<file path="src/rtl/tsi_pkg.sv">
package tsi_pkg;
  typedef struct packed {
    logic live;
    logic conn;
    logic sof;
  } tsi_ctl_t;
endpackage

</file>
<file path="src/rtl/tsi_slot_ctrl.sv">
module tsi_slot_ctrl #(
  parameter int SLOTS = 32,
  localparam int SW = $clog2(SLOTS)
) (
  input  logic          clk,
  input  logic          rst,
  input  logic          in_valid,
  input  logic          in_frame_start,
  output logic [SW-1:0] cur_slot,
  output logic          wr_bank,
  output logic          prev_ok,
  output logic          commit
);
  logic [SW-1:0] cnt_q;
  logic          bank_q;
  logic          seen_q;
  logic          prev_q;

  assign commit   = in_valid & in_frame_start;
  assign cur_slot = in_frame_start ? '0 : cnt_q;
  assign wr_bank  = commit ? ~bank_q : bank_q;
  assign prev_ok  = commit ? seen_q : prev_q;

  always_ff @(posedge clk) begin
    if (rst) begin
      cnt_q  <= '0;
      bank_q <= 1'b0;
      seen_q <= 1'b0;
      prev_q <= 1'b0;
    end else begin
      if (in_valid)
        cnt_q <= (cur_slot == SW'(SLOTS - 1)) ? '0 : cur_slot + 1'b1;
      if (commit) begin
        bank_q <= ~bank_q;
        seen_q <= 1'b1;
        prev_q <= seen_q;
      end
    end
  end

  // banks swap only at a frame start
  a_r2_bank_swap: assert property (@(posedge clk) disable iff (rst)
    (bank_q != $past(bank_q)) |-> $past(commit));
  // no previous frame can be usable before a first frame was seen
  a_r7_no_prev_early: assert property (@(posedge clk) disable iff (rst)
    !seen_q |-> !prev_q);
endmodule

</file>
<file path="src/rtl/tsi_map.sv">
module tsi_map #(
  parameter int SLOTS = 32,
  localparam int SW = $clog2(SLOTS)
) (
  input  logic          clk,
  input  logic          rst,
  input  logic          wr,
  input  logic [SW-1:0] wr_slot,
  input  logic [SW-1:0] wr_src,
  input  logic          wr_conn,
  input  logic          commit,
  input  logic [SW-1:0] look_slot,
  output logic          look_conn,
  output logic [SW-1:0] look_src
);
  logic [SLOTS-1:0]         sh_conn, act_conn;
  logic [SLOTS-1:0][SW-1:0] sh_src, act_src;

  always_ff @(posedge clk) begin
    if (rst) begin
      sh_conn  <= '0;
      sh_src   <= '0;
      act_conn <= '0;
      act_src  <= '0;
    end else begin
      if (commit) begin
        act_conn <= sh_conn;
        act_src  <= sh_src;
      end
      if (wr) begin
        sh_conn[wr_slot] <= wr_conn;
        sh_src[wr_slot]  <= wr_src;
      end
    end
  end

  // the frame that starts now already reads through the staged entry
  assign look_conn = commit ? sh_conn[look_slot] : act_conn[look_slot];
  assign look_src  = commit ? sh_src[look_slot]  : act_src[look_slot];

  // the working table moves only at a frame start
  a_r6_active_hold: assert property (@(posedge clk) disable iff (rst)
    !commit |=> ($stable(act_conn) && $stable(act_src)));
endmodule

</file>
<file path="src/rtl/tsi_store.sv">
module tsi_store #(
  parameter int SLOTS    = 32,
  parameter int SAMPLE_W = 8,
  localparam int AW      = $clog2(SLOTS) + 1,
  localparam int DEPTH   = 2 * SLOTS
) (
  input  logic                clk,
  input  logic                we,
  input  logic [AW-1:0]       waddr,
  input  logic [SAMPLE_W-1:0] wdata,
  input  logic [AW-1:0]       raddr,
  output logic [SAMPLE_W-1:0] rdata
);
  logic [SAMPLE_W-1:0] mem [DEPTH];

  always_ff @(posedge clk) begin
    if (we)
      mem[waddr] <= wdata;
    rdata <= mem[raddr];
  end
endmodule

</file>
<file path="src/rtl/tsi_unit.sv">
module tsi_unit #(
  parameter int SLOTS                = 32,
  parameter int SAMPLE_W             = 8,
  parameter logic [SAMPLE_W-1:0] IDLE_CODE = '1,
  localparam int SLOT_W              = $clog2(SLOTS)
) (
  input  logic                clk,
  input  logic                rst,
  input  logic                in_valid,
  input  logic                in_frame_start,
  input  logic [SAMPLE_W-1:0] in_sample,
  input  logic                map_wr,
  input  logic [SLOT_W-1:0]   map_slot,
  input  logic [SLOT_W-1:0]   map_src,
  input  logic                map_conn,
  output logic                out_valid,
  output logic                out_frame_start,
  output logic [SAMPLE_W-1:0] out_sample
);
  import tsi_pkg::*;

  logic [SLOT_W-1:0]   cur_slot, src;
  logic                wr_bank, prev_ok, commit, conn;
  logic [SAMPLE_W-1:0] rd_q;
  tsi_ctl_t            ctl_q;

  tsi_slot_ctrl #(.SLOTS(SLOTS)) u_ctrl (
    .clk(clk), .rst(rst), .in_valid(in_valid), .in_frame_start(in_frame_start),
    .cur_slot(cur_slot), .wr_bank(wr_bank), .prev_ok(prev_ok), .commit(commit));

  tsi_map #(.SLOTS(SLOTS)) u_map (
    .clk(clk), .rst(rst), .wr(map_wr), .wr_slot(map_slot), .wr_src(map_src),
    .wr_conn(map_conn), .commit(commit), .look_slot(cur_slot),
    .look_conn(conn), .look_src(src));

  tsi_store #(.SLOTS(SLOTS), .SAMPLE_W(SAMPLE_W)) u_store (
    .clk(clk), .we(in_valid), .waddr({wr_bank, cur_slot}), .wdata(in_sample),
    .raddr({~wr_bank, src}), .rdata(rd_q));

  always_ff @(posedge clk) begin
    if (rst) begin
      ctl_q           <= '0;
      out_valid       <= 1'b0;
      out_frame_start <= 1'b0;
      out_sample      <= IDLE_CODE;
    end else begin
      ctl_q.live      <= in_valid;
      ctl_q.conn      <= in_valid & prev_ok & conn;
      ctl_q.sof       <= commit;
      out_valid       <= ctl_q.conn;
      out_frame_start <= ctl_q.sof;
      out_sample      <= ctl_q.conn ? rd_q : IDLE_CODE;
    end
  end

  // an invalid slot always shows the idle code
  a_r5_idle_code: assert property (@(posedge clk) disable iff (rst)
    !out_valid |-> (out_sample == IDLE_CODE));
  // no output without an input slot two cycles earlier
  a_r9_gap_silent: assert property (@(posedge clk) disable iff (rst)
    out_valid |-> $past(in_valid, 2));
  // output frame marker follows the input marker
  a_r8_sof_follow: assert property (@(posedge clk) disable iff (rst)
    out_frame_start |-> ($past(in_frame_start, 2) && $past(in_valid, 2)));
endmodule

</file>
<file path="config.mk">
export PLATFORM = sky130hd
export DESIGN_NAME = tsi_unit
export DESIGN_NICKNAME = d
export VERILOG_FILES = /design/src/rtl/tsi_pkg.sv /design/src/rtl/tsi_slot_ctrl.sv /design/src/rtl/tsi_map.sv /design/src/rtl/tsi_store.sv /design/src/rtl/tsi_unit.sv
export SDC_FILE = /design/constraint.sdc
export NUM_CORES = 1
export LEC_CHECK = 0
export ABC_AREA = 1
export BUFFER_PORTS_ARGS = -buffer_cell sky130_fd_sc_hd__buf_2
export CAP_MARGIN = 20
export CORE_ASPECT_RATIO = 1.2
export CORE_UTILIZATION = 50
export DETAILED_ROUTE_END_ITERATION = 12
export PLACE_DENSITY_LB_ADDON = 0.3
export SETUP_SLACK_MARGIN = 0.15
export SLEW_MARGIN = 0
export SYNTH_ARGS = -nofsm -noshare
export SYNTH_HDL_FRONTEND = slang
export SYNTH_HIERARCHICAL = 1
export SYNTH_SLANG_ARGS = --single-unit
</file>
<file path="constraint.sdc">
create_clock -name clk -period 7.7 [get_ports clk]
set_input_delay 0.385 -clock clk [delete_from_list [all_inputs] [get_ports clk]]
set_output_delay 0.385 -clock clk [all_outputs]
set_load 0.01 [all_outputs]
</file>
==> results.md <==
- The worst pin sits at a relative slew slack of between 20% and 30%.
- The number of nets handed over by synthesis was about 4.6k.
- The power dissipated by switching net loads is between 0.002 and 0.003 W.
- STA classifies the critical path startpoint as a register.
- The row count is roughly 110.
- For the final routed database, the setup TNS stands at 0 ns.
- The starting density of the core is 50.6%.
- The worst register-to-register path has a setup slack of around 2.7 ns.
- The die boundary width is approximately 260 microns.
- After detailed routing, the number of vias per cell comes to between 5 and 6.
- A synthesized cell averages between 8 and 9 sq um.
- The area of the die is around 80000 sq um.
- The number of setup buffers added after CTS is 0.
- Counting both buffers and inverters, the worst setup path holds a total of 5.
- The first-pass GRT wire length is ~170000 microns.
- The minimum clock period is 5.03 ns.
- The number of antenna violations at the first check in global routing is 1.
- The cell leakage power is ~15 nW.
- The count of distinct cell types in the synthesized netlist is 26.
- Setup repair after global routing left no endpoint under its margin.
- Cell internal power was estimated by the tool at 0.00799 W.
- The floorplan step set the die height to a little over 300 microns.
- The worst-case IR drop observed on VDD is about 0.00021 V.
- The yosys synthesis warning count is 6.
- The mean routed wirelength per cell is 19.6 microns.
- The area of the placeable core is ~78000 sq um.
- The cell with the most instances on the worst path is sky130_fd_sc_hd__nand3_1.
- The overall overflow remaining after global route is 0.
- The classification of the worst setup path is register to register.
- The TritonCTS clock tree is yes.
- The count of instances resized after the clock tree is built is 0.
- For this run, the total global-route usage over all layers was measured as roughly a quarter.
- Port buffering added 33 buffers.
- The worst hold path passes through 2 cells.
- The clock arrives with between 0.02 and 0.03 ns of skew.
- The first routing iteration left roughly 3.4k violations.
- During I/O placement, the number of pins put on the boundary was 34.
- The sequential cells in the finished layout cover a total of 23600 sq um.
- The count of endpoints failing hold in the final timing report is 0.
- Synthesis produced a netlist whose cell count is between 4k and 5k.
- Static timing analysis puts the maximum clock frequency at around 200 MHz.
- The clock-pin slew reported for the worst setup and hold paths after clock tree synthesis is 0.07 ns.
- After synthesis the cells add up to between 30000 and 40000 sq um.
- Relative to the synthesized area, the layout overhead comes to 8.22%.
- After detailed routing, the number of remaining DRC violations is 0.
- Summing all multi-input logic gate instances after layout gives between 10000 and 15000 sq um.
- The flow ran to the end, and the final reports show no timing, DRC or antenna violations.
- Sequential cells were found to cover about three fifths of the synthesized design area.
- Data on the critical path is required at its endpoint by a little over 8 ns.
- The end of the worst register-to-register path is u_store/rdata[6]$_DFF_P_.
- The largest net degree at the start of global routing is ~210.
- The number of cells on the worst reg-to-reg path is 21.
- The synthesized design contains 924 register bits.
- Per report_power, the sequential group accounts for approximately half of the total.
- In this run the critical register-to-register path is launched from u_ctrl/cnt_q[1]$_SDFFE_PP0P_.
- The number of max-slew violations in the final report is 0.
- The total via count in the routed design is 31.2k.
- Hold repair after CTS inserted 0 buffers.
- In this design, the stage delay of the slowest critical-path cell is approximately 0.73 ns.
- The startpoint identified for the worst hold timing path is in_valid.
- The number of buffers created by CTS is 91.
- The post-detailed-routing wire length is roughly 110000 microns.
- Across the run, the number of max-cap violations was 0.
- The slew of the pin with the lowest slew margin is 1.11 ns.
- The setup slack at placement is around 2.6 ns.
- The cell type of the slowest stage on the worst timing path is sky130_fd_sc_hd__buf_4.
- The critical path goes through inv_1 -> nor2_4 -> buf_4 -> buf_4 -> nand3_1 -> nand3_1 -> nand2_1 -> nand2_1 -> nand3_1 -> nand3_1 -> nand2_4 -> inv_6 -> buf_12 -> nand2_1 -> nand3_1 -> nand3_1 -> nand2_1 -> nand2_1 -> nand3_1 -> nand3_1 -> nand2_1.
- The final clock period utilization by the worst path is 65.3%.
- The clock sink count is between 900 and 1k.
- The first-pass iteration count of the detailed router is 8.
- Once routing completed, OpenROAD measured the worst setup slack at 2.67 ns.
- Net switching is between 20% and 30% of the power.
- The largest fanout of any net on the critical path is between 150 and 200.
- The end of the worst hold path is u_ctrl/cnt_q[0]$_SDFFE_PP0P_.
- Measured on the finished design, the core utilization comes to around 55%.
- The post-layout total power is 0.0105 W.
- For the worst setup path, the data arrival time is 5.61 ns.
- Cells with a size suffix above 1 make up approximately 6.2% of the layout.
- The cell family contributing the most delay on the critical path is buffers and inverters.
- The cell sitting at the root of the clock tree is a sky130_fd_sc_hd__clkbuf_16.
- The total number of H-tree levels is 3.
- The worst setup path is captured at a register.
- The type of the most critical hold path is primary input to register.
- The longest clock path from root to sink contains 3 buffers.
- The latest clock arrival within the worst-skew pair is about 0.65 ns.
- Once detailed placement completed, the half-perimeter wirelength came to between 60000 and 70000 microns.
- After filler insertion, the fill cell instance count of the layout stands at ~7.1k.
- For this run, the post-layout net count is between 4k and 5k.
- The total of endpoints with negative setup slack in the final report is 0.
- Routability-driven placement finished with a final weighted congestion of approximately 0.86.
- The clock network power share is a little over two fifths.
- The total power per unit cell area is 246 nW/um^2.
- The relative contribution of combinational cells to total power is 7.8%.
- The antenna violation net count after detailed routing is 0.
- The via count of the first global-routing pass is between 20k and 30k.
-- cell type report --
type,instances,area share (%)
tap,1026,3.01
multi-input combinational,3215,32.5
timing repair buffer,75,1.37
clock inverter,30,0.844
clock buffer,134,6.07
sequential,924,55.3
antenna,1,0.00586
inverter,94,0.885
-- sequential cells by signal, indices dropped and copies added, names as in the netlist --
name             flops
ctl_q                2
out_frame_start      1
out_sample           8
out_valid            1
u_ctrl/bank_q        1
u_ctrl/cnt_q         5
u_ctrl/prev_q        1
u_ctrl/seen_q        1
u_map/act_conn      32
u_map/act_src      160
u_map/sh_conn       32
u_map/sh_src       160
u_store/mem        512
u_store/rdata        8
-- power by group through the flow --
stage,logic [W],registers (W),clock network [W]
6_report,0.000820,0.00525,0.00444
5_1_grt,0.000889,0.00525,0.00469
3_3_place_gp,0.000803,0.00535,0
3_5_place_dp,0.000807,0.00536,0
2_1_floorplan,0.000561,0.00535,0
4_1_cts,0.000811,0.00525,0.00450
-- synth_stat cells --
cell	n	area, sq um
sky130_fd_sc_hd__a21oi_1	389	1950
sky130_fd_sc_hd__buf_1	26	97.6
sky130_fd_sc_hd__buf_2	93	465
sky130_fd_sc_hd__buf_4	31	233
sky130_fd_sc_hd__buf_6	35	394
sky130_fd_sc_hd__buf_8	2	30.0
sky130_fd_sc_hd__clkbuf_1	110	413
sky130_fd_sc_hd__dfxtp_1	412	8250
sky130_fd_sc_hd__edfxtp_1	512	15400
sky130_fd_sc_hd__ha_1	2	25.0
sky130_fd_sc_hd__inv_1	64	240
sky130_fd_sc_hd__inv_2	28	105
sky130_fd_sc_hd__inv_4	1	6.26
sky130_fd_sc_hd__inv_6	1	8.76
sky130_fd_sc_hd__nand2_1	1920	7210
sky130_fd_sc_hd__nand2_2	2	12.5
sky130_fd_sc_hd__nand3_1	766	3830
sky130_fd_sc_hd__nand4_1	9	56.3
sky130_fd_sc_hd__nor2_1	67	251
sky130_fd_sc_hd__nor2_2	3	18.8
sky130_fd_sc_hd__nor2_4	30	338
sky130_fd_sc_hd__nor3_1	13	65.1
sky130_fd_sc_hd__nor4_1	8	50.1
sky130_fd_sc_hd__o21ai_0	4	20.0
sky130_fd_sc_hd__or2_1	1	6.26
sky130_fd_sc_hd__xnor2_1	1	8.76
-- cells by family after synthesis --
kind of cell	share of synthesized area (%)
buf+inv	5.05
compound gates	4.99
fa+ha+maj	0.0634
flops	59.9
simple gates	30.0
xor+xnor	0.0222
-- layout by cell type, fill, tap and decap left out, types with 27 or more instances in the layout --
cell type | synthesis | final
sky130_fd_sc_hd__nand2_1 | 1920 | 1917
sky130_fd_sc_hd__nand3_1 | 766 | 766
sky130_fd_sc_hd__edfxtp_1 | 512 | 512
sky130_fd_sc_hd__dfxtp_1 | 412 | 412
sky130_fd_sc_hd__a21oi_1 | 389 | 389
sky130_fd_sc_hd__clkbuf_16 | 0 | 93
sky130_fd_sc_hd__nor2_1 | 67 | 64
sky130_fd_sc_hd__inv_1 | 64 | 61
sky130_fd_sc_hd__buf_4 | 31 | 35
sky130_fd_sc_hd__nor2_4 | 30 | 32
sky130_fd_sc_hd__buf_2 | 93 | 32
sky130_fd_sc_hd__clkbuf_1 | 110 | 30
sky130_fd_sc_hd__inv_2 | 28 | 27
-- metrics by stage --
step,hold slack [ns],cell area [sq um],std cells
finish,0.119,42700,5499
global placement,0.394,39700,5333
detailed placement,0.397,39700,5334
CTS,0.104,42700,5498
global route,0.125,42700,5498
floorplan,0.387,39500,4530
-- layer usage --
metal | part of all wire (%) | up-vias | global-route usage (%) | wire length [microns]
li1 | - | 14812 | - | -
met1 | 40 | 14939 | 33.7 | 43200
met2 | 50 | 1196 | 45.8 | 53300
met3 | 6.2 | 239 | 3.15 | 6680
met4 | 4.1 | 0 | 12.1 | 4440
met5 | 0 | - | 0 | 0
-- worst max path at each step --
| stage | slack, ns | startpoint | cells past startpoint | to |
|---|---|---|---|---|
| final | 2.67 | u_ctrl/cnt_q[1]$_SDFFE_PP0P_ | 21 | u_store/rdata[6]$_DFF_P_ |
| after floorplan | 5.09 | in_frame_start | 24 | u_store/rdata[6]$_DFF_P_ |
| after global placement | 2.58 | in_frame_start | 21 | u_store/rdata[6]$_DFF_P_ |
| after CTS | 2.80 | u_ctrl/cnt_q[1]$_SDFFE_PP0P_ | 21 | u_store/rdata[6]$_DFF_P_ |
| after detailed placement | 2.58 | in_frame_start | 21 | u_store/rdata[6]$_DFF_P_ |
| after global routing | 2.40 | u_ctrl/cnt_q[1]$_SDFFE_PP0P_ | 21 | u_store/rdata[4]$_DFF_P_ |
Power figures use the tool's default switching activity.
